<file path="src/rtl/ofs_pkg.sv">
package ofs_pkg;

  typedef enum logic {
    SEL_AE = 1'b0,
    SEL_AF = 1'b1
  } ofs_sel_e;

  // depth-dependent default margin
  function automatic int unsigned default_margin(input int unsigned aw);
    if (aw <= 8)
      return 31;
    else if (aw == 9)
      return 63;
    else
      return 127;
  endfunction

endpackage

</file>
<file path="src/rtl/ofs_seq.sv">
module ofs_seq
  import ofs_pkg::*;
(
  input  logic     clk,
  input  logic     rst,
  input  logic     step,
  output ofs_sel_e sel
);

  always_ff @(posedge clk) begin
    if (rst)
      sel <= SEL_AE;
    else if (step)
      sel <= (sel == SEL_AE) ? SEL_AF : SEL_AE;
  end

endmodule

</file>
<file path="src/rtl/ofs_bank.sv">
module ofs_bank
  import ofs_pkg::*;
#(
  parameter int ADDR_W = 10,
  parameter int DATA_W = 18
) (
  input  logic              clk,
  input  logic              rst,
  input  logic              we,
  input  ofs_sel_e          wsel,
  input  logic [DATA_W-1:0] wval,
  output logic [ADDR_W-1:0] ae_val,
  output logic [ADDR_W-1:0] af_val
);

  localparam int NREG = 2;
  localparam logic [ADDR_W-1:0] DEF = ADDR_W'(default_margin(ADDR_W));

  logic [ADDR_W-1:0] regs [NREG];

  for (genvar i = 0; i < NREG; i++) begin : g_reg
    always_ff @(posedge clk) begin
      if (rst)
        regs[i] <= DEF;
      else if (we && (int'(wsel) == i))
        regs[i] <= ADDR_W'(wval);
    end
  end

  assign ae_val = regs[SEL_AE];
  assign af_val = regs[SEL_AF];

endmodule

</file>
<file path="src/rtl/ofs_rdport.sv">
module ofs_rdport
  import ofs_pkg::*;
#(
  parameter int ADDR_W = 10,
  parameter int DATA_W = 18
) (
  input  logic              clk,
  input  logic              rst,
  input  logic              re,
  input  ofs_sel_e          rsel,
  input  logic [ADDR_W-1:0] ae_val,
  input  logic [ADDR_W-1:0] af_val,
  output logic [DATA_W-1:0] rdata
);

  localparam int PAD_W = DATA_W - ADDR_W;

  logic [ADDR_W-1:0] pick;

  always_comb pick = (rsel == SEL_AF) ? af_val : ae_val;

  always_ff @(posedge clk) begin
    if (rst)
      rdata <= '0;
    else if (re)
      rdata <= {{PAD_W{1'b0}}, pick};
  end

endmodule

</file>
<file path="src/rtl/ofs_flag_regs.sv">
module ofs_flag_regs
  import ofs_pkg::*;
#(
  parameter int ADDR_W = 10,
  parameter int DATA_W = 18
) (
  input  logic              clk,
  input  logic              rst,
  input  logic              cfg_ld,
  input  logic              wr_en,
  input  logic              rd_en,
  input  logic [DATA_W-1:0] wr_data,
  output logic [DATA_W-1:0] rd_data,
  output logic              fifo_push,
  output logic              fifo_pop,
  output logic [ADDR_W-1:0] ae_thresh,
  output logic [ADDR_W-1:0] af_thresh
);

  logic     cfg_wr, cfg_rd;
  ofs_sel_e wr_sel, rd_sel;

  assign cfg_wr    = cfg_ld & wr_en;
  assign cfg_rd    = cfg_ld & rd_en;
  assign fifo_push = wr_en & ~cfg_ld;
  assign fifo_pop  = rd_en & ~cfg_ld;

  ofs_seq u_wseq (.clk(clk), .rst(rst), .step(cfg_wr), .sel(wr_sel));
  ofs_seq u_rseq (.clk(clk), .rst(rst), .step(cfg_rd), .sel(rd_sel));

  ofs_bank #(.ADDR_W(ADDR_W), .DATA_W(DATA_W)) u_bank (
    .clk(clk), .rst(rst), .we(cfg_wr), .wsel(wr_sel), .wval(wr_data),
    .ae_val(ae_thresh), .af_val(af_thresh)
  );

  ofs_rdport #(.ADDR_W(ADDR_W), .DATA_W(DATA_W)) u_rd (
    .clk(clk), .rst(rst), .re(cfg_rd), .rsel(rd_sel),
    .ae_val(ae_thresh), .af_val(af_thresh), .rdata(rd_data)
  );

endmodule

</file>
<file path="config.mk">
export PLATFORM = sky130hd
export DESIGN_NAME = ofs_flag_regs
export DESIGN_NICKNAME = d
export VERILOG_FILES = /design/src/rtl/ofs_pkg.sv /design/src/rtl/ofs_seq.sv /design/src/rtl/ofs_bank.sv /design/src/rtl/ofs_rdport.sv /design/src/rtl/ofs_flag_regs.sv
export SDC_FILE = /design/constraint.sdc
export NUM_CORES = 1
export LEC_CHECK = 0
export BUFFER_PORTS_ARGS = -buffer_cell sky130_fd_sc_hd__clkbuf_2
export CELL_PAD_IN_SITES_DETAIL_PLACEMENT = 0
export CELL_PAD_IN_SITES_GLOBAL_PLACEMENT = 1
export CORE_UTILIZATION = 34
export CTS_CLUSTER_SIZE = 40
export DETAILED_ROUTE_END_ITERATION = 10
export GPL_ROUTABILITY_DRIVEN = 0
export PLACE_DENSITY = 0.84
export SLEW_MARGIN = 25
export SYNTH_ARGS = -nofsm -noshare
export SYNTH_HDL_FRONTEND = slang
export SYNTH_HIERARCHICAL = 1
export SYNTH_SLANG_ARGS = --single-unit
</file>
<file path="constraint.sdc">
create_clock -name clk -period 1.4 [get_ports clk]
set_input_delay 0.21 -clock clk [delete_from_list [all_inputs] [get_ports clk]]
set_output_delay 0.21 -clock clk [all_outputs]
set_load 0.05 [all_outputs]
</file>
### Word level (Yosys, flattened, before mapping)

Memory sizes are Yosys's and may differ from the RTL's.
Cells that the tools add are included.

| cells by class | value |
|---|---|
| multiplexer cells | 13 |
| bitwise operators | 8 |
| reductions and logical operators | 2 |

Operators by type and width:

| kind | count |
|---|---|
| two-way mux 10 bit | 3 |
| two-way mux 1 bit | 10 |
| AND 1 bit | 4 |
| logical AND 1 bit | 2 |
| inverter 1 bit | 2 |
| OR 1 bit | 2 |

| word-level totals | value |
|---|---|
| flip-flop bits (word level) | 12 |
| memory bits (writable) | 20 |
| output and inout port bits | 40 |
| logic and storage cells | 27 |
| memories kept | 1 |

Memory list:

| memory | depth | bits a word | read ports | clocked after Yosys merged registers in | write ports | line | source |
|---|---|---|---|---|---|---|---|
| u_bank.regs | 2 | 10 | 2 | 0 | 2 | ofs_bank.sv:19 | `logic [ADDR_W-1:0] regs [NREG];` |

### Longest topological paths before layout

Gate-level depths: netlist (run 1).

| depth | value |
|---|---|
| depth after elaboration | 6 |
| gate-level depth with buffers | 4 |
| gate-level depth less buffers | 3 |

### By module

The synthesis (run 1) kept the hierarchy.

By module, submodules not included:

| module | instances | cells an instance | area an instance (µm²) | seq. area each (µm²) |
|---|---|---|---|---|
| ofs_bank | 1 | 58 | 767.0 | 600.6 |
| ofs_rdport | 1 | 53 | 500.5 | 200.2 |
| ofs_seq | 2 | 3 | 32.5 | 20.0 |
| ofs_flag_regs | 1 | 4 | 25.0 | 0.0 |

### Worst setup path before layout (run 1)

No wires, ideal clock.

| timing path | value |
|---|---|
| path kind | input-to-output |
| start point | in rd_en |
| end point | out fifo_pop |
| arrival time | 0.917 ns |
| data required time | 1.190 ns |
| path slack | 0.273 ns |
| cell stages on the path | 1 |
| path through | nor2b_1 |

| between the ends | value |
|---|---|
| word-level cells in the longest chain between the ends | 1 |

RTL lines:

| item | line | source |
|---|---|---|
| from (decl) | ofs_flag_regs.sv:11 | `input logic rd_en,` |
| AND 1 bit | ofs_flag_regs.sv:26 | `assign fifo_pop = rd_en & ~cfg_ld;` |
| to (decl) | ofs_flag_regs.sv:15 | `output logic fifo_pop,` |

No other way between the ends.

==> impl_metrics.ini, run 1 <==
[run_status]
status = completed

[worst_setup_path]
crit_required_ps = 1190
startpoint = u_bank/regs[1][2]
cp.depth = 1
start_kind = flip-flop
reg2reg_depth = 3
worst-path-buf-inv = 1
crit_path_cell_trace = clkbuf_2
max_stage_delay_ps = 410
cp-endpoint = af_thresh[2]
rrSetupSlack_ps = 300
end_kind = output pin
cpMaxStageDelayCell = edfxtp_1
regToRegStartpoint = u_wseq/sel
critPathKind = reg2out
r2r_end = u_bank/regs[0][3]
crit_family = flip-flops
critPathArrivalTime_ps = 950
cp_max_fo = 2

[sta]
rsz0062_at_grt = no
setup_viol = 0
fin_setup_tns_ps = 0
clock_skew_ps = 6.94
fmax_mhz = 860
post-route-min-period_ps = 1160
fin_hold_ws_ps = 190
post-route-period-util = 0.831
slew_violations = 0
hold_viol = 0

[detailed_routing]
drt-pass1-iter-count = 4
viasPerCell = 4.42
vias = 976
wire_per_inst_um = 11.2
totalWireLength_um = 2480
drc = 0
drt_iter0_markers = 35
ant_nets = 0

[power_and_ir_drop]
swShare = 0.298
clockPowerShare = 0.314
internal-power_mw = 1.50
p_seq_frac = 0.501
p_comb_frac = 0.185
power.switching_uw = 635
power_density_nw_per_um2 = 1230
leakage_nw = 0.679
total_power_mw = 2.13
ir_worst_vdd_v = 0.000369

[final_layout]
drive_gt1_frac = 0.335
n_antenna_cell = 0
nFillCells = 366
final_area_um2 = 1730
mostFrequentLayoutCells = 46 x clkbuf_2, 25 x nor2_1, 20 x edfxtp_1, 15 x nand2_1, 12 x dfxtp_1
nets = 195
fin_util = 0.462
area_delta_synth_final_pct = 27.3
final_common_cell = clkbuf_2

[clock_tree]
cts_buffer_depth = 2
tritoncts = built
cts_setup_buffers = 0
htreeDepth = 2
cts_buffers = 5
cts-resized-gates = 0
numClockSinks = 32
clkTransAtPathRegs_ps = 70
cts_hold_buf = 0
insertion_delay_ps = 290
cts_root_buffer = clkbuf_8

[global_route]
grt_pass1_wl_um = 4110
gr-usage-all-layers = 0.137
grt_remaining_overflow = 0
grt_pass1_vias = 929
antenna_found_initial = 0
grt_max_degree = 22

[worst_hold_path]
hold_class = in2reg
holdPathStages = 3

[logic_synthesis]
synth.distinct_cells = 17
synthCells = 121
netlist.area_leader.share = 0.442
avgSynthCellArea_um2 = 11.2
seq_area_frac_synth = 0.619
synth_top_area_cell = edfxtp_1
yosys_warnings = 6
ys_seq_elements = 32
synth_area_um2 = 1360
synth_area_leaders = edfxtp_1 44%, dfxtp_1 18%, mux2i_1 7.4%

[floorplan]
start_util = 0.363
die_h_um = 65.2
die_width_um = 65.2
io_pins = 63
core_area_um2 = 3740
rows = 22
die_area_um2 = 4250

[place]
io_buffers = 46
placed_cell_area_um2 = 1640
place_hpwl_um = 2000

[run]
maxCapViolCount = 0
[through the flow]
step                worst slack, ps  instances
finish                          237        221
global route                    199        221
CTS                             229        221
detailed placement              125        213
global placement                160        213
floorplan                       273        128
[synth_stat cells]
cell type,n
a211oi_1,10
and2_1,3
and2b_1,1
buf_1,1
buf_2,3
buf_4,8
buf_6,1
clkbuf_1,1
conb_1,1
dfxtp_1,12
edfxtp_1,20
mux2i_1,10
nand2_1,15
nand2b_1,6
nor2_1,25
nor2b_1,2
xnor2_1,2
[sequential cells by signal (all words and copies together), names as in the netlist]
name	cells
u_bank/regs	20
u_rd/rdata	10
u_rseq/sel	1
u_wseq/sel	1
[final cells by class]
| type | count | area (um^2) | share of cell area |
|---|---|---|---|
| flip-flops and latches | 32 | 841 | 0.487 |
| multi-input cells | 82 | 449 | 0.260 |
| repair buffers | 51 | 293 | 0.169 |
| clock buffers | 6 | 72.6 | 0.0420 |
| well taps | 48 | 60.1 | 0.0348 |
| clock inverters | 2 | 12.5 | 0.00724 |
[metal layers]
| metal | part of all wire | vias to the layer above | global-route usage | wire length [um] |
|---|---|---|---|---|
| met5 | 0 | - | 0 | 0 |
| met4 | 0.045 | 0 | 0.130 | 112 |
| met3 | 0.063 | 10 | 0.0382 | 157 |
| met2 | 0.48 | 37 | 0.226 | 1200 |
| met1 | 0.41 | 431 | 0.137 | 1010 |
| li1 | - | 498 | - | - |
[power groups by stage]
stage               Clock [mW]  Sequential, mW  Combinational, mW
CTS                      0.690            1.07              0.398
finish                   0.670            1.07              0.395
floorplan                    0            1.21              0.189
global route             0.723            1.07              0.421
global placement             0            1.09              0.393
detailed placement           0            1.09              0.398
[worst min path at each step]
stage                        startpoint           endpoint
after floorplan                     rst         u_rseq/sel
after global placement    u_rd/rdata[5]      u_rd/rdata[5]
after detailed placement  u_rd/rdata[8]      u_rd/rdata[8]
after CTS                    wr_data[4]  u_bank/regs[0][4]
after global routing         wr_data[5]  u_bank/regs[0][5]
final                        wr_data[4]  u_bank/regs[1][4]
[cells by family after synthesis]
family / Yosys count / share of synthesized area
buf+inv: 14 / 0.0691
other cells: 1 / 0.00276
xor+xnor: 2 / 0.0129
mux: 10 / 0.0737
flops: 32 / 0.619
compound gates: 10 / 0.0553
simple gates: 52 / 0.167
(Power assumes the default switching activity.)
==> run 2: changes to the inputs <==
--- a/config.mk
+++ b/config.mk
@@ -8,11 +8,11 @@
 export BUFFER_PORTS_ARGS = -buffer_cell sky130_fd_sc_hd__clkbuf_2
 export CELL_PAD_IN_SITES_DETAIL_PLACEMENT = 0
 export CELL_PAD_IN_SITES_GLOBAL_PLACEMENT = 1
-export CORE_UTILIZATION = 34
+export CORE_UTILIZATION = 30
 export CTS_CLUSTER_SIZE = 40
 export DETAILED_ROUTE_END_ITERATION = 10
 export GPL_ROUTABILITY_DRIVEN = 0
-export PLACE_DENSITY = 0.84
+export PLACE_DENSITY = 0.79
 export SLEW_MARGIN = 25
 export SYNTH_ARGS = -nofsm -noshare
 export SYNTH_HDL_FRONTEND = slang
==> constraint.sdc (replaced) <==
create_clock -name clk -period 1.03 [get_ports clk]
set_input_delay 0.1545 -clock clk [delete_from_list [all_inputs] [get_ports clk]]
set_output_delay 0.1545 -clock clk [all_outputs]
set_load 0.05 [all_outputs]
==> run 2 against run 1 <==
The run now ends with negative setup slack left. Clock-buffer cell count increased by 1. Register-to-register slack lost 290 ps. Die area grew 13%. Clock skew hardly changed. Combinational power grew 64%. Largest power group unchanged.
==> impl_metrics.ini, run 2 (synthesized netlist as in run 1, its figures left out) <==
[run_status]
status = finished with violations
violations = negative setup slack

[final_layout]
top_regs = u_bank/regs (20), u_rd/rdata (10)
nFillCells = 386
final_common_cell = nor2_1
final_area_um2 = 2120
nets = 213
largest_register = u_bank/regs
mostFrequentLayoutCells = 25 x nor2_1, 24 x buf_4, 20 x buf_8, 20 x edfxtp_1, 16 x clkbuf_2
fin_util = 0.487
area_delta_synth_final_pct = 56.1
instances_no_fill = 243
drive_gt1_frac = 0.435
largest_reg_flops = 20
n_antenna_cell = 0

[sta]
setup_viol = 16
fin_setup_tns_ps = -181
rsz0062_at_grt = yes
post-route-min-period_ps = 1060
hold_viol = 0
clock_skew_ps = 6.51
post-route-period-util = 1.03
setup_ws_ps = -28.2
slew_violations = 0
fin_hold_ws_ps = 146
fmax_mhz = 945

[floorplan]
start_util = 0.312
die_width_um = 69.3
die_h_um = 69.3
rows = 24
core_area_um2 = 4350
die_area_um2 = 4800
io_pins = 63

[run]
maxCapViolCount = 0

[worst_setup_path]
critPathArrivalTime_ps = 900
crit_required_ps = 880
critPathKind = reg2out
rrSetupSlack_ps = 10
regToRegStartpoint = u_bank/regs[1][3]
max_stage_delay_ps = 440
cpMaxStageDelayCell = edfxtp_1
worst-path-buf-inv = 1
cp_max_fo = 2
start_kind = flip-flop
r2r_end = u_rd/rdata[3]
reg2reg_depth = 4
end_kind = output pin
crit_path_cell_trace = buf_8
crit_family = flip-flops

[detailed_routing]
wire_per_inst_um = 12.1
vias = 1041
m1WireLength_um = 1220
met2WireLength_um = 1530
viasPerCell = 4.28
top_layer = met4
totalWireLength_um = 2940
drc = 0
ant_nets = 0
drt_iter0_markers = 39
drt-pass1-iter-count = 4
dr_wl_met3_um = 143

[power_and_ir_drop]
total_power_mw = 3.02
power_density_nw_per_um2 = 1430
leakage_nw = 0.851
ir_worst_vdd_v = 0.000480

[place]
placed_cell_area_um2 = 1680
io_buffers = 46
dp_slack_ps = -95.5
placedCellCount = 222
place_hpwl_um = 1990

[global_route]
grt_pass1_vias = 960
grt_remaining_overflow = 0
antenna_found_initial = 0
grt_pass1_wl_um = 4440
gr-usage-all-layers = 0.120
grt_max_degree = 22

[worst_hold_path]
hold_class = in2reg
holdPathEnd = u_bank/regs[1][3]
worstHoldStart = wr_data[3]
holdPathStages = 3

[clock_tree]
cts_buffers = 5
htreeDepth = 2
cts_root_buffer = clkbuf_8
insertion_delay_ps = 280
cts_hold_buf = 0
clkTransAtPathRegs_ps = 70
numClockSinks = 32
cts_buffer_depth = 2
tritoncts = built
## run 2: worst max-delay path by stage
stage | from | end | slack, ps | depth (start not counted)
2_1_floorplan | u_bank/regs[1][0] | u_rd/rdata[0] | 3 | 2
3_3_place_gp | cfg_ld | u_bank/regs[1][2] | -70 | 4
3_5_place_dp | cfg_ld | u_bank/regs[0][5] | -100 | 4
4_1_cts | u_bank/regs[0][2] | ae_thresh[2] | -50 | 1
5_1_grt | u_bank/regs[0][2] | ae_thresh[2] | -70 | 1
6_report | u_bank/regs[0][2] | ae_thresh[2] | -30 | 1
## run 2: cell type report
type	count	area, um^2	area share
flip-flops and latches	32	842	0.397
repair buffers	67	633	0.299
multi-input cells	84	498	0.235
well taps	52	65.1	0.0307
clock inverters	1	5.00	0.00236
clock buffers	7	76.3	0.0360
## run 2: per-layer routing
layer | track usage | vias to the layer above
met4 | 0.0748 | 0
met3 | 0.0422 | 5
li1 | - | 533
met2 | 0.195 | 34
met5 | 0 | -
met1 | 0.134 | 469
## run 2: worst reg2reg max path: cells and delay by family (launching register included)
kind | cells | cell delay (ps)
AOI/OAI and AO/OA | 1 | 80
buffers and inverters | 2 | 280
DFF | 1 | 430
muxes | 1 | 130
## run 2: repair_timing
| item | 4_1_cts | 5_1_grt |
|---|---|---|
| endpoints found under the hold margin | 0 | 0 |
| pin swaps | 0 | 1 |
| gates resized for setup | 51 | 36 |
| cloned | 0 | 2 |
| endpoints found under the setup margin | 40 | 64 |
| buffers inserted | 4 | 7 |
## run 2: power by group
| part | total (mW) | leakage (nW) | internal, mW | switching (mW) |
|---|---|---|---|---|
| sequential | 1.46 | 0.264 | 1.42 | 0.0401 |
| combinational | 0.646 | 0.545 | 0.236 | 0.410 |
| clock | 0.914 | 0.0422 | 0.473 | 0.440 |
| total | 3.02 | 0.851 | 2.13 | 0.890 |
==> run 3: changes to the inputs <==
--- a/config.mk
+++ b/config.mk
@@ -8,13 +8,12 @@
 export BUFFER_PORTS_ARGS = -buffer_cell sky130_fd_sc_hd__clkbuf_2
 export CELL_PAD_IN_SITES_DETAIL_PLACEMENT = 0
 export CELL_PAD_IN_SITES_GLOBAL_PLACEMENT = 1
-export CORE_UTILIZATION = 30
+export CORE_UTILIZATION = 32
 export CTS_CLUSTER_SIZE = 40
 export DETAILED_ROUTE_END_ITERATION = 10
 export GPL_ROUTABILITY_DRIVEN = 0
-export PLACE_DENSITY = 0.79
+export PLACE_DENSITY = 0.8
 export SLEW_MARGIN = 25
 export SYNTH_ARGS = -nofsm -noshare
 export SYNTH_HDL_FRONTEND = slang
-export SYNTH_HIERARCHICAL = 1
 export SYNTH_SLANG_ARGS = --single-unit
==> run 3 against run 2 <==
The run still ends with negative setup slack left. Utilization rose by 4.4 points. Synthesized cell count decreased by 5.8%. Global-route usage up 3.9 points. Sequential cell count unchanged. Sequential power is essentially flat. Cell count shrank 2.1%. Critical path depth is 1 higher. Highest routed layer unchanged.
==> impl_metrics.ini, run 3 <==
[floorplan]
rows = 24
die_width_um = 70.1
core_area_um2 = 4410
die_area_um2 = 4910
io_pins = 63
die_h_um = 70.1
start_util = 0.336

[detailed_routing]
viasPerCell = 4.83
drt-pass1-iter-count = 4
drt_iter0_markers = 24
ant_nets = 0
drc = 0
vias = 1149
wire_per_inst_um = 15.9
totalWireLength_um = 3790

[global_route]
use_met3 = 0.0505
gr-usage-all-layers = 0.159
grt-busiest-layer = met2
use_met2 = 0.275
grt_max_degree = 13
antenna_found_initial = 0
grt_remaining_overflow = 0
grt_pass1_vias = 1169
grt_util_met1 = 0.180
grt_pass1_wl_um = 5840

[sta]
rsz0062_at_grt = yes
clock_skew_ps = 4.70
setup_viol = 54
setup_ws_ps = -71.5
tightest_slew_ps = 588
slew_violations = 0
fmax_mhz = 908
post-route-period-util = 1.07
post-route-min-period_ps = 1100
slew_headroom = 0.608
hold_viol = 0

[final_layout]
final_area_um2 = 2340
final_common_cell = buf_4
nFillCells = 359
instances_no_fill = 238
area_delta_synth_final_pct = 57.9
nets = 208
largest_reg_flops = 20
mostFrequentLayoutCells = 29 x buf_4, 20 x edfxtp_1, 18 x buf_8, 14 x clkbuf_2, 11 x a21oi_1
drive_gt1_frac = 0.586
top_regs = u_bank.regs (20), u_rd.rdata (10)
largest_register = u_bank.regs
n_antenna_cell = 0

[place]
placed_cell_area_um2 = 1790
io_buffers = 46
place_hpwl_um = 2330
placedCellCount = 213

[power_and_ir_drop]
p_seq_frac = 0.438
p_comb_frac = 0.211
power_density_nw_per_um2 = 1430
total_power_mw = 3.35
leakage_nw = 0.947
internal-power_mw = 2.39
swShare = 0.288
power.switching_uw = 963
clockPowerShare = 0.351
ir_worst_vdd_v = 0.00115

[logic_synthesis]
netlist_top_cells_count = 20 x edfxtp_1, 12 x a21oi_1, 12 x dfxtp_1
synth_area_um2 = 1480
synth.distinct_cells = 22
synth_top_area_cell = edfxtp_1
ys_async_sr_fraction = 0
synth_edf_count = 20
synth_most_common_cell = edfxtp_1
yosys_most_used_dff = edfxtp_1
synth_compound_area_frac = 0.144
seq_area_frac_synth = 0.567
netlist.area_leader.share = 0.405
synth_simple_gate_area_frac = 0.128
synthXorXnorAreaFrac = 0
avgSynthCellArea_um2 = 13.0
yosys_warnings = 0
synth_adder_area_share = 0
synthCells = 114
synth_area_leaders = edfxtp_1 41%, dfxtp_1 16%, a211oi_2 8.4%
synth_top_family_by_area = compound AO/OA/AOI/OAI gates
ys_seq_elements = 32
synth_mux_area_frac = 0.0675

[clock_tree]
tritoncts = built
numClockSinks = 32
cts_buffer_depth = 2
clkTransAtPathRegs_ps = 70
cts_buffers = 5
cts_root_buffer = clkbuf_8
htreeDepth = 2
insertion_delay_ps = 290

[worst_setup_path]
critPathArrivalTime_ps = 1140
end_kind = flip-flop
crit_required_ps = 1070
cp_max_fo = 7
critPathKind = reg2reg
start_kind = flip-flop

[run]
maxCapViolCount = 0

[run_status]
status = finished with violations
violations = negative setup slack

[worst_hold_path]
hold_class = in2reg
## run 3: changes by cell type after synthesis, sizes merged, moves of 2 or more
cell,before,now
nand2b,6,8
xnor2,2,0
nor2,25,3
a21oi,0,12
a21bo,0,2
nor3,0,3
nand3b,0,2
nand2,15,0
or2,0,7
inv,0,3
and2,3,1
buf,13,15
## run 3: worst paths after layout
kind	from	endpoint	slack [ps]	cells past startpoint
min	wr_data[1]	u_bank.regs[0][1]	140	2
min reg2reg	u_rd.rdata[9]	u_rd.rdata[9]	560	2
max reg2reg	u_wseq.sel	u_bank.regs[0][6]	-70	2
max	u_wseq.sel	u_bank.regs[0][6]	-70	2
## run 3: power groups by stage
stage	Clock (mW)	Sequential, mW	Combinational, mW
6_report	1.18	1.47	0.707
4_1_cts	1.17	1.46	0.677
3_5_place_dp	0	1.48	0.576
2_1_floorplan	0	1.65	0.287
5_1_grt	1.25	1.47	0.740
3_3_place_gp	0	1.48	0.566
## run 3: cell type report
cell class	count	area, um^2	share of cell area
Timing Repair Buffer	70	677	0.289
Multi-Input combinational cell	73	636	0.272
Tap cell	52	65.1	0.0278
Clock inverter	3	37.5	0.0160
Inverter	3	11.3	0.00481
Sequential cell	32	846	0.361
Clock buffer	5	68.8	0.0294
## run 3: what timing repair did
action	4_1_cts	5_1_grt
resized for setup	68	31
pin swaps	0	0
hold buffers	0	0
buffers inserted	10	5
endpoints found under the setup margin	67	68
cloned	2	0
## run 3: stage by stage
step / util / worst slack [ps] / hold WS [ps] / TNS (ps)
finish: 0.530 / -71.5 / 142 / -2060
global route: 0.530 / -96.0 / 138 / -3670
CTS: 0.512 / -57.1 / 139 / -1620
detailed placement: 0.404 / -186 / 431 / -3790
global placement: 0.404 / -102 / 423 / -1580
floorplan: - / -255 / 330 / -796
## run 3: worst max-delay path, stage by stage (launching register included)
cell,delay (ps)
dfxtp_4,380
and4bb_4,380
nand2b_1,90
## run 3: logic make-up (layout without fill, tap and decap cells)
kind of cell    after synthesis  after routing
compound gates               25             25
buf+inv                      18             81
flops                        32             32
mux                          10             10
other cells                   1              8
simple gates                 28             30
## run 3: layer usage
metal	wire, um	vias up	part of all wire
met5	0	-	0
li1	-	542	-
met3	201	13	0.053
met1	1480	550	0.39
met2	2000	44	0.53
met4	108	0	0.029
